**src/rtl/memctr_pkg.sv**
```systemverilog
package memctr_pkg;

    localparam int BYTE_W = 8;
    localparam int CNT_W  = 32;
    localparam int PAD_W  = 32;
    localparam int CRC_W  = 16;
    localparam int BCNT_W = 5;

    localparam logic [BYTE_W-1:0] CMD_RD_CNT   = 8'hA5;
    localparam logic [CRC_W-1:0]  CRC_POLY_REV = 16'hA001;

    typedef enum logic [2:0] {
        PH_CMD, PH_ADDR, PH_DATA, PH_CNT, PH_PAD, PH_CRC, PH_ONES, PH_SKIP
    } phase_e;

    // Reflected CRC-16, one bit shifted in
    function automatic logic [CRC_W-1:0] crc16_step(logic [CRC_W-1:0] c, logic b);
        logic fb;
        logic [CRC_W-1:0] r;
        fb = c[0] ^ b;
        r  = c >> 1;
        if (fb) r = r ^ CRC_POLY_REV;
        return r;
    endfunction

endpackage

```
**src/rtl/memctr_crc16.sv**
```systemverilog
module memctr_crc16
    import memctr_pkg::*;
(
    input  logic             clk,
    input  logic             rst,
    input  logic             clr,
    input  logic             en,
    input  logic             din,
    output logic [CRC_W-1:0] crc_q,
    output logic [CRC_W-1:0] crc_nxt
);
    assign crc_nxt = crc16_step(crc_q, din);

    always_ff @(posedge clk) begin
        if (rst || clr)
            crc_q <= '0;
        else if (en)
            crc_q <= crc_nxt;
    end
endmodule

```
**src/rtl/memctr_fetch.sv**
```systemverilog
module memctr_fetch (
    input  logic clk,
    input  logic rst,
    input  logic abort,
    input  logic req,
    output logic rd_en,
    output logic ld
);
    // rd_en: memory samples address; ld: returned byte is taken
    always_ff @(posedge clk) begin
        if (rst || abort) begin
            rd_en <= 1'b0;
            ld    <= 1'b0;
        end else begin
            rd_en <= req;
            ld    <= rd_en;
        end
    end
endmodule

```
**src/rtl/memctr_read_seq.sv**
```systemverilog
module memctr_read_seq
    import memctr_pkg::*;
#(
    parameter  int PAGES      = 16,
    parameter  int PAGE_BYTES = 32,
    parameter  int CNT_PAGES  = 4,
    localparam int ADDR_W     = $clog2(PAGES * PAGE_BYTES),
    localparam int OFF_W      = $clog2(PAGE_BYTES),
    localparam int PG_W       = ADDR_W - OFF_W
) (
    input  logic              clk,
    input  logic              rst,
    input  logic              bus_rst,
    input  logic              wr_valid,
    input  logic              wr_bit,
    input  logic              rd_slot,
    output logic              tx_bit,
    output logic              mem_rd_en,
    output logic [ADDR_W-1:0] mem_addr,
    input  logic [BYTE_W-1:0] mem_rdata,
    output logic [PG_W-1:0]   cnt_page,
    input  logic [CNT_W-1:0]  cnt_value
);
    localparam logic [PG_W-1:0]   FIRST_CNT_PG = PG_W'(PAGES - CNT_PAGES);
    localparam logic [PG_W-1:0]   LAST_PG      = PG_W'(PAGES - 1);
    localparam logic [OFF_W-1:0]  LAST_OFF     = OFF_W'(PAGE_BYTES - 1);
    localparam logic [BCNT_W-1:0] END_BYTE     = BCNT_W'(BYTE_W - 1);
    localparam logic [BCNT_W-1:0] END_ADDR     = BCNT_W'(2 * BYTE_W - 1);
    localparam logic [BCNT_W-1:0] END_CNT      = BCNT_W'(CNT_W - 1);
    localparam logic [BCNT_W-1:0] END_PAD      = BCNT_W'(PAD_W - 1);
    localparam logic [BCNT_W-1:0] END_CRC      = BCNT_W'(CRC_W - 1);

    phase_e              phase;
    logic [BCNT_W-1:0]   bcnt;
    logic [CNT_W-1:0]    sh;
    logic [ADDR_W-1:0]   addr;
    logic [ADDR_W-1:0]   areg;
    logic [BYTE_W-2:0]   creg;
    logic [CRC_W-1:0]    crc_q, crc_nxt;
    logic                crc_clr, crc_en, crc_din;
    logic                fetch_req, ld;
    logic                last_pg, page_end, has_cnt;

    assign cnt_page = addr[ADDR_W-1:OFF_W];
    assign mem_addr = addr;
    assign last_pg  = (cnt_page == LAST_PG);
    assign has_cnt  = (cnt_page >= FIRST_CNT_PG);
    assign page_end = (addr[OFF_W-1:0] == LAST_OFF);

    always_comb begin
        unique case (phase)
            PH_DATA, PH_CNT, PH_CRC: tx_bit = sh[0];
            PH_PAD:                  tx_bit = 1'b0;
            default:                 tx_bit = 1'b1;
        endcase
    end

    assign crc_din = (phase == PH_CMD || phase == PH_ADDR) ? wr_bit : tx_bit;
    assign crc_en  = (wr_valid && (phase == PH_CMD || phase == PH_ADDR))
                   || (rd_slot && !ld && (phase == PH_DATA || phase == PH_CNT || phase == PH_PAD));
    assign crc_clr = bus_rst
                   || (phase == PH_CRC && rd_slot && bcnt == END_CRC && !last_pg);

    assign fetch_req = !bus_rst && (
                         (phase == PH_ADDR && wr_valid && bcnt == END_ADDR)
                      || (phase == PH_DATA && !ld && rd_slot && bcnt == END_BYTE && !page_end)
                      || (phase == PH_CRC  && rd_slot && bcnt == END_CRC && !last_pg));

    memctr_crc16 u_crc (
        .clk     (clk),
        .rst     (rst),
        .clr     (crc_clr),
        .en      (crc_en),
        .din     (crc_din),
        .crc_q   (crc_q),
        .crc_nxt (crc_nxt)
    );

    memctr_fetch u_fetch (
        .clk   (clk),
        .rst   (rst),
        .abort (bus_rst),
        .req   (fetch_req),
        .rd_en (mem_rd_en),
        .ld    (ld)
    );

    always_ff @(posedge clk) begin
        if (rst) begin
            phase <= PH_CMD;
            bcnt  <= '0;
            sh    <= '0;
            addr  <= '0;
            areg  <= '0;
            creg  <= '0;
        end else if (bus_rst) begin
            phase <= PH_CMD;
            bcnt  <= '0;
        end else begin
            unique case (phase)
                PH_CMD: if (wr_valid) begin
                    creg <= {wr_bit, creg[BYTE_W-2:1]};
                    bcnt <= bcnt + 1'b1;
                    if (bcnt == END_BYTE) begin
                        bcnt  <= '0;
                        phase <= ({wr_bit, creg} == CMD_RD_CNT) ? PH_ADDR : PH_SKIP;
                    end
                end
                PH_ADDR: if (wr_valid) begin
                    if (bcnt < BCNT_W'(ADDR_W))
                        areg <= {wr_bit, areg[ADDR_W-1:1]};
                    bcnt <= bcnt + 1'b1;
                    if (bcnt == END_ADDR) begin
                        bcnt  <= '0;
                        addr  <= areg;
                        phase <= PH_DATA;
                    end
                end
                PH_DATA: begin
                    if (ld) begin
                        sh <= {{(CNT_W-BYTE_W){1'b0}}, mem_rdata};
                    end else if (rd_slot) begin
                        sh   <= sh >> 1;
                        bcnt <= bcnt + 1'b1;
                        if (bcnt == END_BYTE) begin
                            bcnt <= '0;
                            if (page_end) begin
                                phase <= PH_CNT;
                                sh    <= has_cnt ? cnt_value : '1;
                            end else begin
                                addr <= addr + 1'b1;
                            end
                        end
                    end
                end
                PH_CNT: if (rd_slot) begin
                    sh   <= sh >> 1;
                    bcnt <= bcnt + 1'b1;
                    if (bcnt == END_CNT) begin
                        bcnt  <= '0;
                        phase <= PH_PAD;
                    end
                end
                PH_PAD: if (rd_slot) begin
                    bcnt <= bcnt + 1'b1;
                    if (bcnt == END_PAD) begin
                        bcnt  <= '0;
                        phase <= PH_CRC;
                        sh    <= {{(CNT_W-CRC_W){1'b0}}, ~crc_nxt};
                    end
                end
                PH_CRC: if (rd_slot) begin
                    sh   <= sh >> 1;
                    bcnt <= bcnt + 1'b1;
                    if (bcnt == END_CRC) begin
                        bcnt <= '0;
                        if (last_pg) begin
                            phase <= PH_ONES;
                        end else begin
                            addr  <= addr + 1'b1;
                            phase <= PH_DATA;
                        end
                    end
                end
                default: ;
            endcase
        end
    end
endmodule

```
**config.mk**
```make
export PLATFORM = sky130hd
export DESIGN_NAME = memctr_read_seq
export DESIGN_NICKNAME = d
export VERILOG_FILES = /design/src/rtl/memctr_pkg.sv /design/src/rtl/memctr_crc16.sv /design/src/rtl/memctr_fetch.sv /design/src/rtl/memctr_read_seq.sv
export SDC_FILE = /design/constraint.sdc
export NUM_CORES = 1
export LEC_CHECK = 0
export BUFFER_PORTS_ARGS = -buffer_cell sky130_fd_sc_hd__buf_4
export CORE_UTILIZATION = 62
export DETAILED_ROUTE_END_ITERATION = 12
export PLACE_DENSITY = 0.85
export SYNTH_ARGS = -nofsm -noshare
export SYNTH_HDL_FRONTEND = slang
export SYNTH_SLANG_ARGS = --single-unit
```
**constraint.sdc**
```tcl
create_clock -name clk -period 4.78 [get_ports clk]
set_input_delay 0.239 -clock clk [delete_from_list [all_inputs] [get_ports clk]]
set_output_delay 0.239 -clock clk [all_outputs]
set_load 0.02 [all_outputs]
```
==> impl_metrics.toml <==
[run_status]
status = "completed"

[worst_setup_path]
path_cells = "nor2b_1 -> nand2_1 -> a21oi_4 -> buf_4 -> nor2_1 -> a311oi_1"
path_buf_inv = 1
worstPathArrival_ns = 3.74
worstSetupPathType = "reg -> reg"
crit_family = "simple AND/OR/NAND/NOR gates"
start_kind = "flip-flop"
crit_path_end_kind = "flip-flop"
crit_required_ns = 5.04
worst_path_max_delay_cell = "dfxtp_1"
critPathMaxFanout = 39
slowest_delay_ns = 0.85

[layout]
fin_cells = 678
multiInputGateArea_um2 = 2560
final-seq-area_um2 = 1660
nets = 629
antennaDiodeCount = 0
final_cell_mix = "dfxtp_1, nor2_1, nand2_1, buf_4, o21ai_0"
final_cell_area_um2 = 5040
final_common_cell = "dfxtp_1"
drive_gt1_share_pct = 15.5
n_fill_cell = 539
syn_to_final_growth_pct = 12.9

[grt]
grt-busiest-layer = "met2"
grt_overflow_total = 0
grt_pass1_vias = 3779
met3_usage_pct = 4.86
grt_use_total_pct = 29.5
grt_pass1_wl_um = 17400
grt_max_degree = 61
grt_use_met1_pct = 38.8
antenna_found_initial = 0
grt_use_met2_pct = 48.5

[sta]
hold_viol = 0
drv_slew = 0
layout_min_cycle_time_ns = 3.48
finalSetupViolations = 0
fmax_mhz = 287
worstMarginPinSlew_ns = 1.13
finalClockSkew_ns = 0.0113
relSlewSlack_pct = 24.4
setup_tns_ns = 0
fin_crit_sh_pct = 72.9
rsz0062_at_grt = "false"

[floorplan]
die_h_um = 86.8
core_area_um2 = 6870
initial_utilization_pct = 65.0
fp-row-count = 30
pin_count = 61
die_area_um2 = 7540
dieWidth_um = 86.8

[route]
ant_nets = 0
drcViolationCount = 0
wire_per_inst_um = 15.6
routed_wl_um = 10600
firstDrtPassIters = 5
num_vias = 4267
first_iter_violations = 268
avgViaCountPerCell = 6.29

[yosys]
yosysSeqAreaShare_pct = 37.2
ys_types = 63
synth.area.top_cells = "dfxtp_1, nor2_1, a311oi_1"
synthFlopType = "dfxtp_1"
synth_area_um2 = 4460
syn-num-nets = 602
synth_edf_count = 0
synth.top_cell.area_share_pct = 37.2
yosys_register_bits = 83
yosys_warnings = 0
yosysTopAreaCell = "dfxtp_1"
syn_inst = 550
avgSynthCellArea_um2 = 8.11
synth-async-reset-ratio_pct = 0

[clock_network]
clkLatencyLatePin_ns = 0.36
cts_resized = 0
numClockSinks = 83
cts_inserted_buffers = 9
clock-root-buffer = "clkbuf_8"
postCtsSetupRepairBufs = 0
cts_buffer_depth = 2
cts_hold_buf = 0
path_clk_slew_ns = 0.09
cts_tree = "done"
h-tree-depth = 3

[hold_path]
worst_hold_path_type = "in -> reg"

[placed_design]
place_congestion = 0.873
dp.cells = 662
place_hpwl_um = 7300
portBuffers = 60
place_area_um2 = 4850

[power]
power.density_nw_per_um2 = 246
total_leakage_power_nw = 1.76
peakVddDrop_mv = 0.163

[run]
drv_cap = 0
cell type report:
| type | instances | share of cell area (%) |
|---|---|---|
| multi-input combinational | 411 | 50.9 |
| sequential | 83 | 33.0 |
| timing repair buffer | 63 | 9.39 |
| clock buffer | 10 | 2.73 |
| tap | 96 | 2.38 |
| clock inverter | 6 | 0.968 |
| inverter | 9 | 0.670 |
kinds of logic after synthesis:
kind of cell | synth area share, %
compound gates | 26.3
xor+xnor | 1.60
fa+ha+maj | 1.68
buf+inv | 5.55
flops | 37.2
mux | 5.83
simple gates | 21.8
synthesized netlist by cell type, drive strengths merged (4+ instances only):
cell type / n
nor2b: 4
a311oi: 31
o22ai: 4
a21oi: 22
dfxtp: 83
a2bb2oi: 4
nand3: 17
ha: 6
o32ai: 4
buf: 19
a222oi: 7
o21a: 8
nor2: 76
o211ai: 11
nand4: 4
o21ai: 46
and2: 5
nor3: 5
a211oi: 6
or3: 10
inv: 9
clkbuf: 28
nand2b: 6
mux2i: 26
nand2: 65
final timing paths:
check / startpoint / to / slack, ns / cells past startpoint
worst max-delay path: phase[2] / sh[6] / 1.30 / 6
worst min-delay path: bus_rst / phase[0] / 0.12 / 2
worst min register to register: creg[0] / creg[0] / 0.46 / 2
worst max register to register: phase[2] / sh[6] / 1.30 / 6
state kept, by name (all words and copies together), names as in the netlist:
| register | flops |
|---|---|
| u_fetch.ld | 1 |
| bcnt | 5 |
| areg | 9 |
| mem_addr | 9 |
| u_crc.crc_q | 16 |
| phase | 3 |
| u_fetch.rd_en | 1 |
| sh | 32 |
| creg | 7 |
through the flow:
| step | total power (W) | util [%] | hold WS, ns | worst slack, ns |
|---|---|---|---|---|
| 3_3_place_gp | 0.000779 | 70.6 | 0.441 | 1.54 |
| 3_5_place_dp | 0.000780 | 70.6 | 0.446 | 1.41 |
| 5_1_grt | 0.00128 | 73.4 | 0.105 | 0.930 |
| 4_1_cts | 0.00125 | 73.4 | 0.104 | 1.38 |
| 6_report | 0.00124 | 73.4 | 0.116 | 1.30 |
| 2_1_floorplan | 0.000744 | - | 0.315 | 2.28 |
routing by layer:
metal | wire, um | share of wire (%)
met4 | 206 | 1.9
met3 | 692 | 6.5
met1 | 4720 | 45
met2 | 4970 | 47
met5 | 0 | 0
where the power goes:
part           leakage (nW)  internal (W)  switching (W)   total, W
clock network        0.0904      0.000207       0.000268   0.000475
logic                  1.00     0.0000356      0.0000335  0.0000691
registers             0.669      0.000693     0.00000233   0.000696
total                  1.76      0.000936       0.000304    0.00124
(Power assumes the default switching activity.)
